==> config.mk <==
export PLATFORM = sky130hd
export DESIGN_NAME = modem_ctl_stat
export DESIGN_NICKNAME = d
export VERILOG_FILES = /design/src/rtl/mcs_pkg.sv /design/src/rtl/mcs_sync.sv /design/src/rtl/mcs_ctl_reg.sv /design/src/rtl/mcs_stat_reg.sv /design/src/rtl/modem_ctl_stat.sv
export SDC_FILE = /design/constraint.sdc
export NUM_CORES = 1
export LEC_CHECK = 0
export CAP_MARGIN = 20
export CORE_MARGIN = 1.5
export CORE_UTILIZATION = 35
export CTS_BUF_LIST = sky130_fd_sc_hd__clkbuf_4 sky130_fd_sc_hd__clkbuf_8
export DETAILED_ROUTE_END_ITERATION = 10
export DONT_BUFFER_PORTS = 1
export GPL_TIMING_DRIVEN = 0
export PLACE_DENSITY = 0.48
export SYNTH_ARGS = -nofsm -noshare
export SYNTH_HDL_FRONTEND = slang
export SYNTH_SLANG_ARGS = --single-unit
==> constraint.sdc <==
create_clock -name clk -period 1.6 [get_ports clk]
set_input_delay 0.24 -clock clk [delete_from_list [all_inputs] [get_ports clk]]
set_output_delay 0.24 -clock clk [all_outputs]
set_load 0.01 [all_outputs]
==> src/rtl/mcs_pkg.sv <==
package mcs_pkg;
  localparam int REG_W  = 8;
  localparam int LINE_W = 4;
  localparam int CTL_W  = 5;

  typedef struct packed {
    logic dcd;
    logic ri;
    logic dsr;
    logic cts;
  } mline_t;

  typedef struct packed {
    logic loop_en;
    logic out2;
    logic out1;
    logic rts;
    logic dtr;
  } mctl_t;

  localparam mctl_t  CTL_RST  = 5'b01000;
  localparam mline_t LINE_RST = 4'b1011;

  // Change flags: plain XOR, except the ring flag marks only a 1->0 fall.
  function automatic logic [LINE_W-1:0] delta_of(mline_t prev, mline_t cur);
    logic [LINE_W-1:0] d;
    d    = prev ^ cur;
    d[2] = prev.ri & ~cur.ri;
    return d;
  endfunction

  // Status view while looped back: control outputs folded onto line slots.
  function automatic logic [REG_W-1:0] loop_view(mctl_t c);
    return {c.out2, c.out1, c.dtr, c.rts, {LINE_W{1'b0}}};
  endfunction
endpackage

==> src/rtl/mcs_sync.sv <==
module mcs_sync #(
  parameter int              STAGES  = 2,
  parameter int              W       = 4,
  parameter logic [W-1:0]    RST_VAL = '0
) (
  input  logic         clk,
  input  logic         rst_n,
  input  logic [W-1:0] d,
  output logic [W-1:0] q
);
  logic [STAGES-1:0][W-1:0] stg;

  always_ff @(posedge clk or negedge rst_n) begin
    if (!rst_n) begin
      for (int i = 0; i < STAGES; i++) stg[i] <= RST_VAL;
    end else begin
      for (int i = STAGES - 1; i > 0; i--) stg[i] <= stg[i-1];
      stg[0] <= d;
    end
  end

  assign q = stg[STAGES-1];
endmodule

==> src/rtl/mcs_ctl_reg.sv <==
module mcs_ctl_reg
  import mcs_pkg::*;
(
  input  logic             clk,
  input  logic             rst_n,
  input  logic             wr_stb,
  input  logic [CTL_W-1:0] wbits,
  output mctl_t            ctl_q
);
  always_ff @(posedge clk or negedge rst_n) begin
    if (!rst_n)      ctl_q <= CTL_RST;
    else if (wr_stb) ctl_q <= mctl_t'(wbits);
  end
endmodule

==> src/rtl/mcs_stat_reg.sv <==
module mcs_stat_reg
  import mcs_pkg::*;
(
  input  logic              clk,
  input  logic              rst_n,
  input  mline_t            line_s,
  input  logic              loop_en,
  input  logic              rd_clr,
  output mline_t            lines_q,
  output logic [LINE_W-1:0] delta_q,
  output logic              chg_evt,
  output logic              ri_fall_evt
);
  logic [LINE_W-1:0] new_flags;
  logic [LINE_W-1:0] delta_nxt;

  assign new_flags   = loop_en ? '0 : delta_of(lines_q, line_s);
  assign chg_evt     = !loop_en && (line_s != lines_q);
  assign ri_fall_evt = !loop_en && lines_q.ri && !line_s.ri;
  assign delta_nxt   = (rd_clr ? '0 : delta_q) | new_flags;

  always_ff @(posedge clk or negedge rst_n) begin
    if (!rst_n) begin
      lines_q <= LINE_RST;
      delta_q <= '0;
    end else begin
      lines_q <= line_s;
      delta_q <= delta_nxt;
    end
  end
endmodule

==> src/rtl/modem_ctl_stat.sv <==
module modem_ctl_stat
  import mcs_pkg::*;
#(
  parameter int SYNC_STAGES = 2
) (
  input  logic             clk,
  input  logic             rst_n,
  input  logic             line_cts,
  input  logic             line_dsr,
  input  logic             line_ri,
  input  logic             line_dcd,
  input  logic             sel,
  input  logic             wr_en,
  input  logic             rd_en,
  input  logic [REG_W-1:0] wdata,
  output logic [REG_W-1:0] rdata,
  output logic             dtr_o,
  output logic             rts_o,
  output logic             out1_o,
  output logic             out2_o,
  output logic             loop_o,
  output logic             msi_req
);
  mline_t            line_raw;
  mline_t            line_s;
  mline_t            stat_lines;
  logic [LINE_W-1:0] stat_delta;
  mctl_t             ctl;
  logic              chg_evt;
  logic              ri_fall_evt;
  logic              stat_rd_clr;
  logic              unused_wbits;

  assign line_raw     = {line_dcd, line_ri, line_dsr, line_cts};
  assign unused_wbits = ^wdata[REG_W-1:CTL_W];

  mcs_sync #(
    .STAGES (SYNC_STAGES),
    .W      (LINE_W),
    .RST_VAL(LINE_RST)
  ) sync_i (
    .clk  (clk),
    .rst_n(rst_n),
    .d    (line_raw),
    .q    (line_s)
  );

  mcs_ctl_reg ctl_i (
    .clk   (clk),
    .rst_n (rst_n),
    .wr_stb(wr_en && !sel),
    .wbits (wdata[CTL_W-1:0]),
    .ctl_q (ctl)
  );

  assign stat_rd_clr = rd_en && sel && !ctl.loop_en;

  mcs_stat_reg stat_i (
    .clk        (clk),
    .rst_n      (rst_n),
    .line_s     (line_s),
    .loop_en    (ctl.loop_en),
    .rd_clr     (stat_rd_clr),
    .lines_q    (stat_lines),
    .delta_q    (stat_delta),
    .chg_evt    (chg_evt),
    .ri_fall_evt(ri_fall_evt)
  );

  always_comb begin
    if (!sel)             rdata = {{(REG_W-CTL_W){1'b0}}, ctl};
    else if (ctl.loop_en) rdata = loop_view(ctl);
    else                  rdata = {stat_lines, stat_delta};
  end

  assign loop_o  = ctl.loop_en;
  assign dtr_o   = ctl.dtr  && !ctl.loop_en;
  assign rts_o   = ctl.rts  && !ctl.loop_en;
  assign out1_o  = ctl.out1 && !ctl.loop_en;
  assign out2_o  = ctl.out2 && !ctl.loop_en;
  assign msi_req = |stat_delta;
endmodule

=== Word level (Yosys, flattened, before mapping) ===
Cells that the tools add are included.

* Word-level logic and storage cells: 30
* Input bits: 17
* Register bits: 21
* Output and inout port bits: 14

* Bitwise gates (word level): 4
* Reduce and logical (&&, ||, !) cells: 10
* Mux-type cells: 4

{| class="wikitable"
|+ Operators with widths
! cell !! number
|-
| two-way mux 8 bit || 2
|-
| two-way mux 4 bit || 2
|-
| logical AND 1 bit || 7
|-
| OR 4 bit || 1
|-
| OR reduction 4 bit || 1
|-
| XOR 4 bit || 1
|-
| zero test 1 bit || 2
|-
| AND 1 bit || 1
|-
| inverter 1 bit || 1
|}

=== Longest topological paths before layout ===
* Depth after elaboration: 4
* Depth in mapped cells: 4
* Depth with buffers taken out: 2

=== Hierarchy ===
A second synthesis with hierarchy kept.

* Cell total of the unflattened synthesis: 69
* Area total of the unflattened synthesis: 882.1 µm²

{| class="wikitable"
|+ Modules (own cells, without submodules)
! module !! sequential area each (µm²) !! times used !! cells an instance !! area an instance (µm²)
|-
| mcs_stat_reg || 203.9 || 1 || 24 || 306.5
|-
| mcs_sync || 207.7 || 1 || 12 || 237.7
|-
| mcs_ctl_reg || 126.4 || 1 || 10 || 182.7
|-
| modem_ctl_stat || 0.0 || 1 || 23 || 155.1
|}

=== Least setup slack after synthesis ===
OpenSTA, ideal clock, no wires.

* Path type: reg-to-output
* Start point: reg ctl_i.ctl_q[4] in the netlist's numbering
* End point: out rdata[4]
* Data arrival time: 938 ps
* Setup slack: 422 ps
* Cell stages (with the launch flop): 4
* Buffers on the path: 2
* Data required time: 1360 ps
* Cell sequence: dfrtp_1 buf_6 buf_6 a31oi_1

* Longest elaborated chain between the ends: 2

{| class="wikitable"
|+ Ends and longest elaborated chain
! item !! RTL line !! source
|-
| start, declared || mcs_ctl_reg.sv:8 || <nowiki>output mctl_t ctl_q</nowiki>
|-
| start signal, assigned || mcs_ctl_reg.sv:12 || <nowiki>else if (wr_stb) ctl_q <= mctl_t'(wbits);</nowiki>
|-
| two-way mux 8 bit || modem_ctl_stat.sv:72 || <nowiki>else if (ctl.loop_en) rdata = loop_view(ctl);</nowiki>
|-
| two-way mux 8 bit (*) || modem_ctl_stat.sv:71 || <nowiki>if (!sel) rdata = {{(REG_W-CTL_W){1'b0}}, ctl};</nowiki>
|-
| end, declared || modem_ctl_stat.sv:16 || <nowiki>output logic [REG_W-1:0] rdata,</nowiki>
|}

Mark *: on every way between the ends. The rest lies on a longest branch, timed or not.

=== Worst setup path in the final report ===
* Start point: reg ctl_i.ctl_q[4] in the netlist's numbering
* End point: out rdata[7]

* Longest elaborated chain between the ends: 2

{| class="wikitable"
|+ Ends and longest elaborated chain
! item !! RTL line
|-
| two-way mux 8 bit || modem_ctl_stat.sv:72
|-
| two-way mux 8 bit || modem_ctl_stat.sv:71
|}

No other way between the ends.

==> run_results.csv <==
group,metric,value,unit
global_routing,grt_max_degree,22,
worst_setup_path,critPathKind,"flop to output port",
cells_and_area,area_growth,17.6,%
sta,clock-skew-final,0.402,ps
pwr,pwr_density_cell,1120,nW/um^2
logic_synthesis,yosysTopAreaCell,"dfrtp_1",
logic_synthesis,ys_seq_elements,21,
worst_setup_path,worstPathRequired,1360,ps
floorplanning,die_y,52.6,um
sta,fin_tns_setup,0,ps
logic_synthesis,yosysSeqAreaShare,62.4,%
sta,worst_pin_slew,897,ps
logic_synthesis,synth.top_cells.by_count,"dfrtp_1 (11), dfstp_2 (10), nor2_1 (6), mux2_2 (5)",
sta,max_freq,0.647,GHz
clocking,htree_levels,1,
sta,hold_viol,0,
logic_synthesis,synthesis.instances,62,
floorplanning,ios,31,
logic_synthesis,synth_top_cell_area_share,31.9,%
floorplanning,core_area,2280,sq um
logic_synthesis,synthFlopType,"dfrtp_1",
global_routing,antenna_found_initial,0,
floorplanning,start_util,37.9,%
detailed_routing,drt_iter0_markers,5,
global_routing,gr-usage-all-layers,11.6,%
logic_synthesis,post-synth-top-count-cell,"dfrtp_1",
clocking,cts.sinks,21,
logic_synthesis,synth_cell_type_count,18,
detailed_routing,final_antenna_net_count,0,
sta,timing.hold.ws,83.1,ps
clocking,cts_buffer_depth,2,
worst_hold_path,min_path_type,"input pin to flop",
worst_setup_path,arrival,1310,ps
clocking,cts_tree,"done",
detailed_routing,avgViaCountPerCell,4.93,
placement,dp.cells,90,
pwr,leakage,0.436,nW
detailed_routing,vias,508,
cells_and_area,drive_above_1_share,41.3,%
logic_synthesis,synth_edf_count,0,
clocking,clk_transition_reported_paths,110,ps
logic_synthesis,avgSynthCellArea,13.9,sq um
worst_setup_path,cp-end-kind,"output port",
worst_setup_path,path_cells,"buf_6, buf_4, mux2i_1, nor2_1",
sta,slew_headroom,40.0,%
worst_setup_path,slowest_delay,460,ps
placement,port_buffers,0,
pwr,power,1.13,mW
logic_synthesis,synth_area,862,sq um
worst_setup_path,cp_slowest_cell,"dfrtp_2",
placement,routabilityCongestion,0.727,
detailed_routing,routedWlPerCell,14.6,um
outcome,status,"finished, final reports clean",
sta,min_period,1550,ps
floorplanning,die_w,52.6,um
pwr,ir_drop,0.787,mV
global_routing,gr-total-overflow,0,
worst_setup_path,crit_fanout,5,
sta,rsz0062_at_grt,"true",
worst_setup_path,regToRegSetupSlack,360,ps
sta,slew_violations,0,
clocking,clk_latency,300,ps
cells_and_area,final_core_util,44.5,%
cells_and_area,final_nets,93,
detailed_routing,wl,1.50,mm
placement,dp_hpwl,1.04,mm
logic_synthesis,synthArstFlopShare,100,%
cells_and_area,fin_cells,103,
floorplanning,rows,17,
logic_synthesis,synth_area_leaders,"dfrtp_1 (32%), dfstp_2 (30%), mux2_2 (6.5%), buf_6 (3.9%), mux2i_1 (3.5%)",
global_routing,grt_pass1_wl,2.21,mm
global_routing,grt_pass1_vias,475,
cells_and_area,antennaDiodeCount,0,
floorplanning,die_area,2770,sq um
sta,finalCritPeriodShare,96.6,%
clocking,ctsRootBufferMaster,"clkbuf_4",
logic_synthesis,yosys_warnings,0,
sta,finalSetupViolations,0,
worst_setup_path,cp-start-kind,"flop",
detailed_routing,drc,0,
clocking,cts-buffers-inserted,3,
logic_synthesis,synth_nets,79,
flow_run,maxCapViolCount,0,
detailed_routing,first_pass_iters,2,
[layout make-up]
class                   count  area [sq um]
clock inverters             1          5.00
plain buffers               3          33.8
clock buffers               3          22.5
well taps                  28          35.0
fillers                   205          1260
repair buffers              9          77.6
multi-input cells          35           289
inverters                   3          11.3
flip-flops and latches     21           539
[worst max-delay path, delay by kind of cell, from the launching register on]
family / cells / cell delay (ps)
buffers and inverters: 2 / 270
and+or+nand+nor: 1 / 170
muxes: 1 / 100
DFF: 1 / 460
[routing by layer]
layer	GRT usage, %	vias to the layer above	routed length (um)
met3	4.86	2	87
met5	0	-	0
li1	-	240	-
met2	19.4	18	720
met4	4.27	0	16
met1	13.2	248	679
[cell families after synthesis]
logic type             count (synthesis)  synth area share, %
buffers and inverters                  6                 5.22
flip-flops                            21                 62.4
XOR/XNOR                               3                 3.05
AO/OA/AOI/OAI                         10                 8.85
multiplexers                           8                 10.0
AND/OR/NAND/NOR                       14                 10.5
[path summary, 6_finish.rpt]
kind / endpoint / depth (start not counted) / from
max: rdata[7] / 4 / ctl_i.ctl_q[4]
min: ctl_i.ctl_q[2] / 1 / wdata[2]
max reg2reg: stat_i.delta_q[2] / 4 / ctl_i.ctl_q[4]
min reg2reg: sync_i.q[2] / 0 / sync_i.stg[2]
max in group asynchronous: ctl_i.ctl_q[4] / 1 / rst_n
min in group asynchronous: ctl_i.ctl_q[4] / 1 / rst_n
[registers in the layout, indices dropped and copies added (netlist names)]
signal / count
ctl_i.ctl_q: 5
stat_i.delta_q: 4
stat_i.lines_q: 4
sync_i.q: 4
sync_i.stg: 4
[timing repair]
item,4_1_cts,5_1_grt
hold endpoints to repair,25,0
pin swaps,0,0
hold buffers,5,0
buffers inserted,0,3
endpoints found under the setup margin,1,2
resized for setup,1,2
cloned,0,1
[layout by cell type, fill, tap and decap left out]
cell,n
mux2i_1,3
a22o_1,3
dlygate4sd3_1,5
nor2_1,6
dfstp_2,10
clkinv_2,1
buf_2,1
a21oi_1,1
buf_4,3
xnor2_1,3
mux2_2,5
o2bb2ai_1,3
nor2b_1,3
nand3b_4,1
a31oi_2,1
nor2b_4,1
or4_4,1
clkbuf_4,3
dfrtp_2,1
nand2_1,2
o22ai_1,2
dfrtp_1,10
buf_6,3
inv_1,3
[metrics by stage]
step                instance area [sq um]  worst slack (ps)
floorplan                             862               422
global placement                      897               347
detailed placement                    897               345
CTS                                   981              33.8
global route                         1010             -8.14
finish                               1010              54.2
[where the power goes]
part	internal (mW)	switching, mW	leakage, nW
logic	0.118	0.117	0.189
registers	0.600	0.0480	0.229
clock network	0.0931	0.153	0.0177
(Power assumes the default switching activity.)
